### src/rtl/rxn_pkg.sv
package rxn_pkg;
   typedef enum logic [1:0] {
      RX_IDLE  = 2'd0,
      RX_START = 2'd1,
      RX_DATA  = 2'd2,
      RX_STOP  = 2'd3
   } rx_state_t;
endpackage

### src/rtl/rxn_sync.sv
module rxn_sync #(
   parameter int   STAGES  = 2,
   parameter logic RST_VAL = 1'b1
) (
   input  logic clk,
   input  logic rst,
   input  logic d_i,
   output logic q_o
);
   if (STAGES < 2) begin : g_bad_stages
      $error("rxn_sync: STAGES must be at least 2");
   end

   logic [STAGES-1:0] chain_q;

   always_ff @(posedge clk) begin
      if (rst) chain_q <= {STAGES{RST_VAL}};
      else     chain_q <= {chain_q[STAGES-2:0], d_i};
   end

   assign q_o = chain_q[STAGES-1];
endmodule

### src/rtl/rxn_framer.sv
module rxn_framer
   import rxn_pkg::*;
#(
   parameter int DATA_W    = 4,
   parameter int OSR       = 16,
   parameter bit LSB_FIRST = 1'b1
) (
   input  logic              clk,
   input  logic              rst,
   input  logic              line_i,
   output logic [DATA_W-1:0] nib_o,
   output logic              commit_o
);
   localparam int CNT_W = $clog2(OSR);
   localparam int BIT_W = $clog2(DATA_W + 1);
   localparam logic [CNT_W-1:0] HALF_LAST = CNT_W'(OSR / 2 - 1);
   localparam logic [CNT_W-1:0] FULL_LAST = CNT_W'(OSR - 1);
   localparam logic [BIT_W-1:0] BIT_LAST  = BIT_W'(DATA_W - 1);

   if (OSR < 4 || (OSR % 2) != 0) begin : g_bad_osr
      $error("rxn_framer: OSR must be even and at least 4");
   end
   if (DATA_W < 2) begin : g_bad_width
      $error("rxn_framer: DATA_W must be at least 2");
   end

   rx_state_t         state_q;
   logic [CNT_W-1:0]  tick_q;
   logic [BIT_W-1:0]  nbit_q;
   logic [DATA_W-1:0] shreg_q;
   logic [DATA_W-1:0] shift_next;
   logic              line_prev_q;
   logic              fall_w;

   // Shift direction chosen at elaboration
   if (LSB_FIRST) begin : g_lsb
      assign shift_next = {line_i, shreg_q[DATA_W-1:1]};
   end else begin : g_msb
      assign shift_next = {shreg_q[DATA_W-2:0], line_i};
   end

   assign fall_w = line_prev_q & ~line_i;

   always_ff @(posedge clk) begin
      if (rst) begin
         state_q     <= RX_IDLE;
         tick_q      <= '0;
         nbit_q      <= '0;
         shreg_q     <= '0;
         line_prev_q <= 1'b1;
      end else begin
         line_prev_q <= line_i;
         unique case (state_q)
            RX_IDLE: begin
               tick_q <= '0;
               if (fall_w) state_q <= RX_START;
            end
            RX_START: begin
               if (tick_q == HALF_LAST) begin
                  tick_q  <= '0;
                  nbit_q  <= '0;
                  state_q <= line_i ? RX_IDLE : RX_DATA;
               end else begin
                  tick_q <= tick_q + 1'b1;
               end
            end
            RX_DATA: begin
               if (tick_q == FULL_LAST) begin
                  tick_q  <= '0;
                  shreg_q <= shift_next;
                  if (nbit_q == BIT_LAST) state_q <= RX_STOP;
                  else                    nbit_q  <= nbit_q + 1'b1;
               end else begin
                  tick_q <= tick_q + 1'b1;
               end
            end
            RX_STOP: begin
               if (tick_q == FULL_LAST) begin
                  tick_q  <= '0;
                  state_q <= RX_IDLE;
               end else begin
                  tick_q <= tick_q + 1'b1;
               end
            end
            default: state_q <= RX_IDLE;
         endcase
      end
   end

   assign commit_o = (state_q == RX_STOP) && (tick_q == FULL_LAST) && line_i;
   assign nib_o    = shreg_q;

   // a completed frame spans many ticks, so commits never come back to back
   assert_commit_spacing_R3: assert property (@(posedge clk) disable iff (rst)
      commit_o |=> !commit_o);
   // after the stop sample the receiver is idle again
   assert_idle_after_stop_R9: assert property (@(posedge clk) disable iff (rst)
      commit_o |=> (state_q == RX_IDLE));
endmodule

### src/rtl/rxn_handshake.sv
module rxn_handshake #(
   parameter int DATA_W = 4
) (
   input  logic              clk,
   input  logic              rst,
   input  logic              commit_i,
   input  logic [DATA_W-1:0] nib_i,
   input  logic              rd_n_i,
   output logic [DATA_W-1:0] data_o,
   output logic              avail_n_o,
   output logic              ovr_n_o
);
   always_ff @(posedge clk) begin
      if (rst) begin
         data_o    <= '0;
         avail_n_o <= 1'b1;
         ovr_n_o   <= 1'b1;
      end else begin
         if (commit_i) data_o <= nib_i;

         if (commit_i)     avail_n_o <= 1'b0;
         else if (!rd_n_i) avail_n_o <= 1'b1;

         if (commit_i && !avail_n_o && rd_n_i) ovr_n_o <= 1'b0;
         else if (!rd_n_i)                     ovr_n_o <= 1'b1;
      end
   end

   assert_read_release_R5: assert property (@(posedge clk) disable iff (rst)
      (!rd_n_i && !commit_i) |=> avail_n_o);
   assert_overrun_set_R6: assert property (@(posedge clk) disable iff (rst)
      (commit_i && !avail_n_o && rd_n_i) |=> !ovr_n_o);
   assert_overrun_hold_R6: assert property (@(posedge clk) disable iff (rst)
      (!ovr_n_o && rd_n_i) |=> !ovr_n_o);
   assert_overrun_needs_avail_R6: assert property (@(posedge clk) disable iff (rst)
      !ovr_n_o |-> !avail_n_o);
   assert_avail_from_frame_R3: assert property (@(posedge clk) disable iff (rst)
      $fell(avail_n_o) |-> $past(commit_i));
   assert_data_hold_R4: assert property (@(posedge clk) disable iff (rst)
      !commit_i |=> $stable(data_o));
endmodule

### src/rtl/rxn_serial4_rx.sv
module rxn_serial4_rx #(
   parameter int DATA_W      = 4,
   parameter int OSR         = 16,
   parameter int SYNC_STAGES = 2,
   parameter bit LSB_FIRST   = 1'b1
) (
   input  logic              clk,
   input  logic              rst,
   input  logic              rx_i,
   input  logic              rd_n_i,
   output logic [DATA_W-1:0] data_o,
   output logic              avail_n_o,
   output logic              ovr_n_o
);
   logic              line_s;
   logic              commit_w;
   logic [DATA_W-1:0] nib_w;

   rxn_sync #(
      .STAGES  (SYNC_STAGES),
      .RST_VAL (1'b1)
   ) sync_i (
      .clk (clk),
      .rst (rst),
      .d_i (rx_i),
      .q_o (line_s)
   );

   rxn_framer #(
      .DATA_W    (DATA_W),
      .OSR       (OSR),
      .LSB_FIRST (LSB_FIRST)
   ) framer_i (
      .clk      (clk),
      .rst      (rst),
      .line_i   (line_s),
      .nib_o    (nib_w),
      .commit_o (commit_w)
   );

   rxn_handshake #(
      .DATA_W (DATA_W)
   ) hs_i (
      .clk       (clk),
      .rst       (rst),
      .commit_i  (commit_w),
      .nib_i     (nib_w),
      .rd_n_i    (rd_n_i),
      .data_o    (data_o),
      .avail_n_o (avail_n_o),
      .ovr_n_o   (ovr_n_o)
   );
endmodule

### config.mk
export PLATFORM = sky130hd
export DESIGN_NAME = rxn_serial4_rx
export DESIGN_NICKNAME = d
export VERILOG_FILES = /design/src/rtl/rxn_pkg.sv /design/src/rtl/rxn_sync.sv /design/src/rtl/rxn_framer.sv /design/src/rtl/rxn_handshake.sv /design/src/rtl/rxn_serial4_rx.sv
export SDC_FILE = /design/constraint.sdc
export NUM_CORES = 1
export LEC_CHECK = 0
export ABC_CLOCK_PERIOD_IN_PS = 2400
export CORE_MARGIN = 1
export CORE_UTILIZATION = 50
export CTS_CLUSTER_DIAMETER = 50
export DETAILED_ROUTE_END_ITERATION = 6
export GPL_TIMING_DRIVEN = 0
export PLACE_DENSITY = 0.72
export SYNTH_ARGS = -nofsm -noshare
export SYNTH_HDL_FRONTEND = slang
export SYNTH_HIERARCHICAL = 1
export SYNTH_SLANG_ARGS = --single-unit
### constraint.sdc
create_clock -name clk -period 2.4 [get_ports clk]
set_clock_uncertainty 0.2 [all_clocks]
set_input_delay 0.6 -clock clk [delete_from_list [all_inputs] [get_ports clk]]
set_output_delay 0.6 -clock clk [all_outputs]
set_load 0.005 [all_outputs]
==> key figures <==
STA
  • Max frequency: 0.458 GHz
  • Period utilisation layout: 0.909
  • Final Max Slew Viols: 0
  • Unrepaired setup endpoints after global routing: false
  • Final hold vios: 0
  • Post-layout minimum cycle time: 2180 ps
  • # setup viols final: 0
  • Worst Tran Pin Value: 519 ps
  • Relative slew slack: 0.653
  • Min Hold Slack: 240 ps

Die
  • Die W: 46.0 um
  • Die Span Y: 46.0 um
  • Top Ports: 10
  • Die Footprint: 2110 sq um
  • Core area: 1760 sq um
  • Row cnt: 15
  • Starting density of the core: 0.548

Critical path
  • Top Family by Delay on Critical Path: simple AND/OR/NAND/NOR gates
  • Crit path arrival time: 2180 ps
  • Critical path buffers and inverters: 2
  • Cell Chain, Critical Path: ha_1, and2_1, clkbuf_1, and3_1, and3_1, buf_6, nand2b_4, a211o_1
  • Most used cell, CP: and3_1
  • Flop-to-flop setup slack: 220 ps
  • WP data required: 2400 ps
  • Critical path capture point type: register
  • RR Endpoint: hs_i/ovr_n_o
  • Reg2Reg Depth: 8
  • Crit path max-delay cell type: dfxtp_1
  • CP max stage delay: 370 ps
  • Crit Path Category: register to register
  • Crit Path Max Fanout: 8
  • CP Launch Type: register
  • Reg2Reg Launch Point: framer_i/tick_q[0]

Logic synthesis
  • Average cell area after synthesis: 9.87 sq um
  • Mapped Cells: 98
  • Ys Warns: 6
  • Count of different cell masters after synthesis: 36
  • Synthesized area: 967 sq um
  • Primary FF master, synth: dfxtp_1
  • Top-area cell type share of the netlist area: 0.455
  • Register area share after synthesis: 0.455
  • Number of synthesized flops with an enable pin: 0
  • Post-Syn Nets: 105
  • #FFs+latches synth: 22
  • Asr flop ratio synth: 0
  • Post-synth top area cell: dfxtp_1
  • Ranking of synthesized cells by area: dfxtp_1 46%, mux2i_1 5.2%, ha_1 3.9%

Clock tree
  • Post-CTS Resized: 0
  • CTS tree: built
  • Cts bufs inserted: 3
  • Setup bufs post-CTS: 0
  • # hold bufs at CTS: 0
  • H-tree Lvls: 1
  • Root buffer cell: clkbuf_4
  • Worst-skew pair later-pin latency: 300 ps
  • Sinks on Clock Net: 22
  • Longest Clk Path Bufs: 2
  • Clock transition at path regs: 120 ps

Pwr
  • Max rail drop VDD: 0.427 mV
  • Static leakage power: 0.426 nW
  • Power per standard cell area: 587 nW/um^2

Layout
  • Area Overhead vs Synth: 18.0%
  • Design area: 1140 sq um
  • Filler cells: 155
  • Fin cells: 136
  • FF+latch area: 440 sq um
  • Layout cells sized above 1: 0.135
  • Final #Nets: 119
  • Area occupied by multi-input gates: 479 sq um
  • Post-layout util: 0.647
  • Ant. Diodes: 0

Routing
  • Drt wl/cell: 11.5 um
  • DRT iter0 DRCs: 9
  • Detail Route Antenna Nets: 0
  • DR DRC count: 0
  • Via count: 694
  • Total iterations of the first detailed-routing run: 4
  • WL final: 1560 um
  • Vias per cell: 5.10

Worst hold path
  • WHS Endpoint: sync_i/chain_q[1]
  • Min-Delay Path Class: register to register
  • Hold depth: 1
  • Hold wc startpoint: sync_i/chain_q[0]

Placement
  • IO Port Bufs: 9
  • Routability congestion estimate: 0.762
  • Placed Instance Area: 1090 sq um
  • Cells after DPL: 132
  • Post-detail-place hpwl: 1100 um

Job
  • # Max-Cap Violations: 0

GRT
  • Global-route wire length before repair: 2570 um
  • Largest net degree at the start of global routing: 16
  • Gr usage total: 0.177
  • GRT Residual Overflow: 0
  • Initial antenna violation count: 0
  • Vias in the first global route: 593

Run status
  • Status: finished clean
-- worst reg2reg max path, delay by kind of cell, from the launching register on --
family | cells | cell delay [ps]
adder cells (fa/ha/maj) | 1 | 220
AO/OA/AOI/OAI | 1 | 280
flip-flops | 1 | 370
buffers and inverters | 2 | 400
AND/OR/NAND/NOR | 4 | 610
-- cell usage after synthesis (2+ instances only) --
| cell | count |
|---|---|
| dfxtp_1 | 22 |
| a21oi_1 | 6 |
| nor2_1 | 6 |
| nor3_1 | 6 |
| mux2i_1 | 5 |
| nand3_1 | 5 |
| o21ai_0 | 5 |
| ha_1 | 3 |
| inv_1 | 3 |
| a31oi_1 | 2 |
| and3_1 | 2 |
| buf_2 | 2 |
| clkbuf_1 | 2 |
| mux2_4 | 2 |
| nand2b_1 | 2 |
| nand3b_1 | 2 |
| nor2b_1 | 2 |
| or2_1 | 2 |
| xor2_1 | 2 |
-- cell families (layout without fill, tap and decap cells) --
family,count (synthesis),in the layout,synth area share
AND/OR/NAND/NOR,37,37,0.234
flip-flops,22,22,0.455
XOR/XNOR,3,3,0.0272
AO/OA/AOI/OAI,17,17,0.113
adder cells (fa/ha/maj),3,3,0.0388
buffers and inverters,9,22,0.0492
multiplexers,7,7,0.0828
-- placed cells by master (no fill, tap or decap), types with 3 or more instances in the layout --
cell type	Yosys	routed
dfxtp_1	22	22
clkdlybuf4s50_1	0	9
nor3_1	6	6
o21ai_0	5	5
nor2_1	6	6
mux2i_1	5	5
nand3_1	5	5
ha_1	3	3
clkbuf_4	0	3
a21oi_1	6	6
inv_1	3	3
-- stage by stage --
stage	setup WS, ps	total power [mW]	TNS, ps
6_report	219	0.669	0
5_1_grt	129	0.704	0
4_1_cts	228	0.681	0
3_5_place_dp	-83.5	0.403	-83.5
3_3_place_gp	-58.4	0.402	-58.4
2_1_floorplan	409	0.392	0
-- flip-flops by register name, summed over array words and instances, names as in the netlist, named ones only --
signal	cells
framer_i/line_prev_q	1
framer_i/nbit_q	3
framer_i/state_q	1
framer_i/nib_o	4
hs_i/data_o	4
sync_i/chain_q	2
framer_i/tick_q	4
hs_i/avail_n_o	1
hs_i/ovr_n_o	1
-- cell type report --
cell class | instances | area share
inverters | 3 | 0.00987
flip-flops and latches | 22 | 0.386
well taps | 25 | 0.0274
repair buffers | 9 | 0.0789
multi-input cells | 67 | 0.420
clock inverters | 1 | 0.0263
clock buffers | 3 | 0.0197
plain buffers | 6 | 0.0318
-- where the power goes --
group / internal (mW) / leakage, nW / switching, mW / total, mW
logic: 0.0118 / 0.220 / 0.0126 / 0.0244
clock network: 0.169 / 0.0279 / 0.106 / 0.275
registers: 0.369 / 0.178 / 0.00195 / 0.370
-- routing by layer --
layer  track usage  wire [um]  share of wire
met4         0.106         13         0.0083
met3        0.0476         48          0.031
met2         0.265        707           0.45
met1         0.224        792           0.51
met5             0          0              0
-- how the worst max path moves through the flow --
stage                  startpoint            endpoint  slack, ps  depth (start not counted)
2_1_floorplan  framer_i/tick_q[0]        hs_i/ovr_n_o        410                          8
3_3_place_gp                  rst  framer_i/nbit_q[2]        -60                          4
3_5_place_dp                  rst  framer_i/nbit_q[2]        -80                          4
4_1_cts        framer_i/tick_q[0]        hs_i/ovr_n_o        230                          8
5_1_grt        framer_i/tick_q[0]        hs_i/ovr_n_o        130                          8
6_report       framer_i/tick_q[0]        hs_i/ovr_n_o        220                          8
Power figures use the tool's default switching activity.
